===== config.mk =====
export PLATFORM = sky130hd
export DESIGN_NAME = dbg_stop_unit
export DESIGN_NICKNAME = d
export VERILOG_FILES = /design/src/rtl/dbg_stop_unit.sv
export SDC_FILE = /design/constraint.sdc
export NUM_CORES = 1
export LEC_CHECK = 0
export CAP_MARGIN = 20
export CORE_MARGIN = 5
export CORE_UTILIZATION = 55
export DETAILED_ROUTE_END_ITERATION = 12
export DONT_BUFFER_PORTS = 1
export PLACE_DENSITY_LB_ADDON = 0.12
export SYNTH_ARGS = -nofsm -noshare
export SYNTH_HDL_FRONTEND = slang
export SYNTH_SLANG_ARGS = --single-unit

===== constraint.sdc =====
create_clock -name clk -period 1.7 [get_ports clk]
set_input_delay 0.085 -clock clk [delete_from_list [all_inputs] [get_ports clk]]
set_output_delay 0.085 -clock clk [all_outputs]
set_load 0.005 [all_outputs]

===== src/rtl/dbg_stop_unit.sv =====
module dbg_stop_unit #(
  parameter int XLEN = 64,
  parameter int IDX_W = 4,
  parameter logic [IDX_W-1:0] STOP_IDX = 4'b1011
) (
  input  logic             clk,
  input  logic             rst_n,
  input  logic             dbg_req,
  input  logic             dbg_we,
  input  logic [IDX_W-1:0] dbg_idx,
  input  logic [XLEN-1:0]  dbg_wdata,
  output logic [XLEN-1:0]  dbg_rdata,
  output logic             dbg_ack,
  input  logic [XLEN-1:0]  pc,
  input  logic             pc_valid,
  input  logic             resume,
  output logic             halt_req,
  output logic             halted
);

  logic [XLEN-1:0] stop_q;
  logic            skip_q;
  logic            sel;
  logic            hit;

  assign sel      = (dbg_idx == STOP_IDX);
  assign hit      = pc_valid && (pc == stop_q) && !halted && !skip_q;
  assign halt_req = halted | hit;

  always_ff @(posedge clk) begin
    if (!rst_n) begin
      stop_q    <= '1;
      dbg_ack   <= 1'b0;
      dbg_rdata <= '0;
    end else begin
      dbg_ack <= dbg_req & ~dbg_ack;
      if (dbg_req && !dbg_ack)
        dbg_rdata <= sel ? stop_q : '0;
      if (dbg_req && dbg_ack && dbg_we && sel)
        stop_q <= dbg_wdata;
    end
  end

  always_ff @(posedge clk) begin
    if (!rst_n) begin
      halted <= 1'b0;
      skip_q <= 1'b0;
    end else if (halted && resume) begin
      halted <= 1'b0;
      skip_q <= 1'b1;
    end else if (hit) begin
      halted <= 1'b1;
    end else if (skip_q && pc_valid) begin
      skip_q <= 1'b0;
    end
  end

  a_r3_ack_one_cycle: assert property (@(posedge clk) disable iff (!rst_n)
    dbg_ack |=> !dbg_ack);

  a_r4_other_idx_keeps: assert property (@(posedge clk) disable iff (!rst_n)
    (dbg_req && dbg_ack && !sel) |=> $stable(stop_q));

  a_r5_halt_needs_match: assert property (@(posedge clk) disable iff (!rst_n)
    $rose(halted) |-> $past(pc_valid && pc == stop_q));

  a_r6_no_halt_idle: assert property (@(posedge clk) disable iff (!rst_n)
    (!pc_valid && !halted) |=> !halted);

  a_r8_hold_until_resume: assert property (@(posedge clk) disable iff (!rst_n)
    (halted && !resume) |=> halted);

  a_r8_resume_clears: assert property (@(posedge clk) disable iff (!rst_n)
    (halted && resume) |=> !halted);

  a_r9_no_rehalt: assert property (@(posedge clk) disable iff (!rst_n)
    $fell(halted) |-> !halt_req);

endmodule


; Word level (Yosys, flattened, before mapping)
; Index checks and enable logic that the tools add are counted.
[totals]
ff_bits = 131
elab_cells = 31
inputBits = 138
output_inout_bits = 67
[op_classes]
eq_ne = 3
muxes = 4
bitwise = 4
reduce_logical = 15
[op_table]
columns = cell, count
row1 = == test 64 bit, 1
row2 = two-way mux 64 bit, 1
row3 = logical AND 1 bit, 9
row4 = "== test 4 bit, second input constant", 1
row5 = logical NOT 1 bit, 3
row6 = two-way mux 1 bit, 3
row7 = "inequality test 2 x 1 -> 1 bit, second input constant", 1
row8 = NOT 1 bit, 2
row9 = AND reduction 2 bit, 1
row10 = nonzero test 2 bit, 1
row11 = OR reduction 2 bit, 1
row12 = bitwise AND 1 bit, 1
row13 = OR 1 bit, 1

; Depth between registers and ports, before layout
[logic_depth]
word_depth = 6
ltp_mapped = 6
mapped_depth_nobuf = 5

; Least setup slack after synthesis
; Ideal clock, no wire load.
[synth_path]
path_kind = register -> register
start = register stop_q[39]
end = register halted
period_less_slack_ns = 1.216
setup_slack_ns = 0.484
stages_incl_launch_ff = 6
setup_time_ns = 0.087
n_path_buf = 0
required_ns = 1.613
t_arrival_ns = 1.129
cell_sequence = dfxtp_1 > xnor2_1 > nand4_1 > nor4_1 > nand3_1 > o31ai_1
[synth_between]
elab_chain_len = 4
[synth_rtl]
columns = item, line
row1 = from (decl), 21  ; logic [XLEN-1:0] stop_q;
row2 = from (signal assigned), 40  ; stop_q <= dbg_wdata;
row3 = == test 64 bit, 27  ; assign hit = pc_valid && (pc == stop_q) && !halted && !skip_q;
row4 = logical AND 1 bit (3 in series), 27
row5 = to (signal assigned), 46  ; halted <= 1'b0;
row6 = to (signal assigned), 49  ; halted <= 1'b0;
row7 = to (signal assigned), 52  ; halted <= 1'b1;
row8 = to (decl), 18  ; output logic halted
; Every way passes these cells.
; A chain may end at the register's enable or synchronous reset.

; Final worst setup path
[layout_path]
start = register stop_q[9]
end = output port halt_req
[layout_between]
elab_chain_len = 5
[layout_rtl]
columns = item, line
row1 = == test 64 bit, 27
row2 = logical AND 1 bit (3 in series), 27
row3 = OR 1 bit, 28  ; assign halt_req = halted | hit;
row4 = to (decl), 17  ; output logic halt_req,
; Every way passes these cells.

==> impl_metrics.ini <==
[clock_tree]
cts-root-buf = clkbuf_8
clockBufferDepth = 2
cts_inserted_buffers = 17
htreeDepth = 4
cts_tree = yes
clock-sinks = 131
clk_pin_slew_ns = 0.05
clk_latency_ns = 0.51

[critical_path]
worstSetupStartpointType = flip-flop
critPathCaptureType = primary output
worstSetupPathType = flip-flop to primary output
cp.arrival_ns = 1.96
rr_startpoint = stop_q[51]$_SDFFE_PN1P_
critPathRequiredTime_ns = 1.62
crit_start = stop_q[9]$_SDFFE_PN1P_
crit_path_max_fanout = 3

[routing]
dr_total_vias = 5125
routed_wl_mm = 18.4
first_pass_iters = 8
drt-wirelength-per-cell_um = 21.3
vias_per_cell = 5.93
drc = 0
drtIter0Drc = 534
final_antenna_net_count = 0

[synth]
synthFlopType = dfxtp_1
ys_seq_area_frac = 0.493
synthCells = 664
postSynth.asyncResetShare = 0
synth_warnings = 0
synthTopCellsByCount = nand2_1, nand3_1, dfxtp_1
netlist_area_sq_mm = 0.00532
syn_area_per_cell_sq_um = 8.01
synth_most_common_cell = nand2_1
synth_area_leaders = dfxtp_1, nand2_1, nand3_1
yosysTopAreaCellShare = 0.493
ys_seq_elements = 131
synth-edff-count = 0
ys_types = 23
yosysTopAreaCell = dfxtp_1
syn_nets = 802

[timing]
tightest_slew_ns = 0.597
finalSetupViolCount = 2
finalCritPeriodShare = 1.20
fmax_mhz = 489
slew_viol_final = 0
fin_ws_ns = -0.344
rsz0062_at_grt = true
finalHoldViolations = 0
finalWorstPathRequiredPeriod_ns = 2.04
clock_skew_ns = 0.0108
slew-limit-headroom = 0.602

[final_layout]
fill_cells = 709
area_delta_synth_final_pct = 31.5
fin_util = 0.750
multiInputGateArea_sq_mm = 0.00264
final-seq-area_sq_mm = 0.00264
design_area_sq_mm = 0.00700
drive_gt1_frac = 0.125
fin_nets = 860
antenna_cells = 0

[placed_design]
place_hpwl_mm = 12.1
io_buffer_count = 0
dp_worst_setup_slack_ns = 0.0163
gp_congestion = 0.873
placed_area_sq_mm = 0.00546

[global_route]
antenna_found_initial = 0
grt_pass1_vias = 5082
grt_max_degree = 67
grt_overflow = 0
grtUsageTotal = 0.312
grt_pass1_wl_mm = 27.9

[die]
die_y_um = 108
ioPinCount = 205
start_util = 0.570
fp.dieW_um = 108
core_area_sq_mm = 0.00933
die_area_sq_mm = 0.0117
num_rows = 35

[run_status]
status = finished with violations
violations = negative setup slack

[power]
ir_worst_vdd_mv = 0.640
total_leakage_power_nw = 2.74
power_density_mw_per_mm2 = 1060

[worst_hold_path]
holdCritStartpoint = pc[11]
hold_class = input port to flip-flop

[flow_run]
drv_cap = 0
final timing paths:
| kind | endpoint | slack, ns | cells past startpoint |
|---|---|---|---|
| max reg2reg | halted$_SDFFE_PP0P_ | -0.06 | 7 |
| max | halt_req | -0.34 | 5 |
| min | halted$_SDFFE_PP0P_ | 0.02 | 4 |
| min reg2reg | dbg_rdata[27]$_SDFFE_PN0P_ | 0.47 | 2 |
sequential cells by signal, indices dropped and copies added, names as in the netlist:
name and cells:
dbg_rdata 64, halted 1, stop_q 64, dbg_ack 1, skip_q 1
metrics by stage:
step                hold slack, ns  power [mW]  std cells   TNS, ns
finish                      0.0243        7.42        864    -0.400
global placement             0.163        3.49        759  -0.00352
global route                0.0135        7.63        864    -0.522
floorplan                    0.209        3.41        664         0
CTS                        0.00502        7.44        863    -0.309
detailed placement           0.168        3.49        759         0
routing by layer:
metal  track usage  vias up  wire length, um
met5             0        -                0
met4         0.133        0              878
met3         0.108       60             2030
met2         0.505      345             8620
met1         0.379     2381             6880
li1              -     2339                -
cells by family after synthesis:
logic type	Yosys count	share of synthesized area
and+or+nand+nor	353	0.295
DFF	131	0.493
AOI/OAI and AO/OA	67	0.0640
xor gates and xnor gates	64	0.105
buffers and inverters	49	0.0430
layout make-up:
class,instances,area share
clock buffers,20,0.0637
clock inverters,12,0.0256
inverters,1,0.000536
multi-input cells,484,0.378
flip-flops and latches,131,0.378
well taps,129,0.0231
repair buffers,87,0.132
report_power, final:
| group | leakage (nW) | switching (mW) | internal, mW |
|---|---|---|---|
| clock | 0.297 | 1.34 | 2.46 |
| combinational | 1.39 | 0.248 | 0.241 |
| sequential | 1.05 | 0.0271 | 3.10 |
critical path, stage by stage, from the launching register on:
cell and delay [ns]:
dfxtp_2 0.33, xnor2_1 0.22, nand4_1 0.17, nor4_2 0.35, nand3_1 0.17, o21bai_2 0.22
timing repair:
action / 4_1_cts / 5_1_grt
hold buffers: 70 / 0
pin swaps: 17 / 12
buffers inserted: 2 / 1
endpoints found under the setup margin: 1 / 2
hold endpoints to repair: 80 / 0
resized for setup: 22 / 16
placed cells by master (no fill, tap or decap), types with 13 or more instances in the layout:
master           n
nand2_1        193
nand3_1        132
dfxtp_1        114
dlygate4sd3_1   69
a21oi_1         65
xnor2_1         40
dfxtp_2         17
clkbuf_16       16
xnor2_2         15
nand4_1         13
Power figures use the tool's default switching activity.
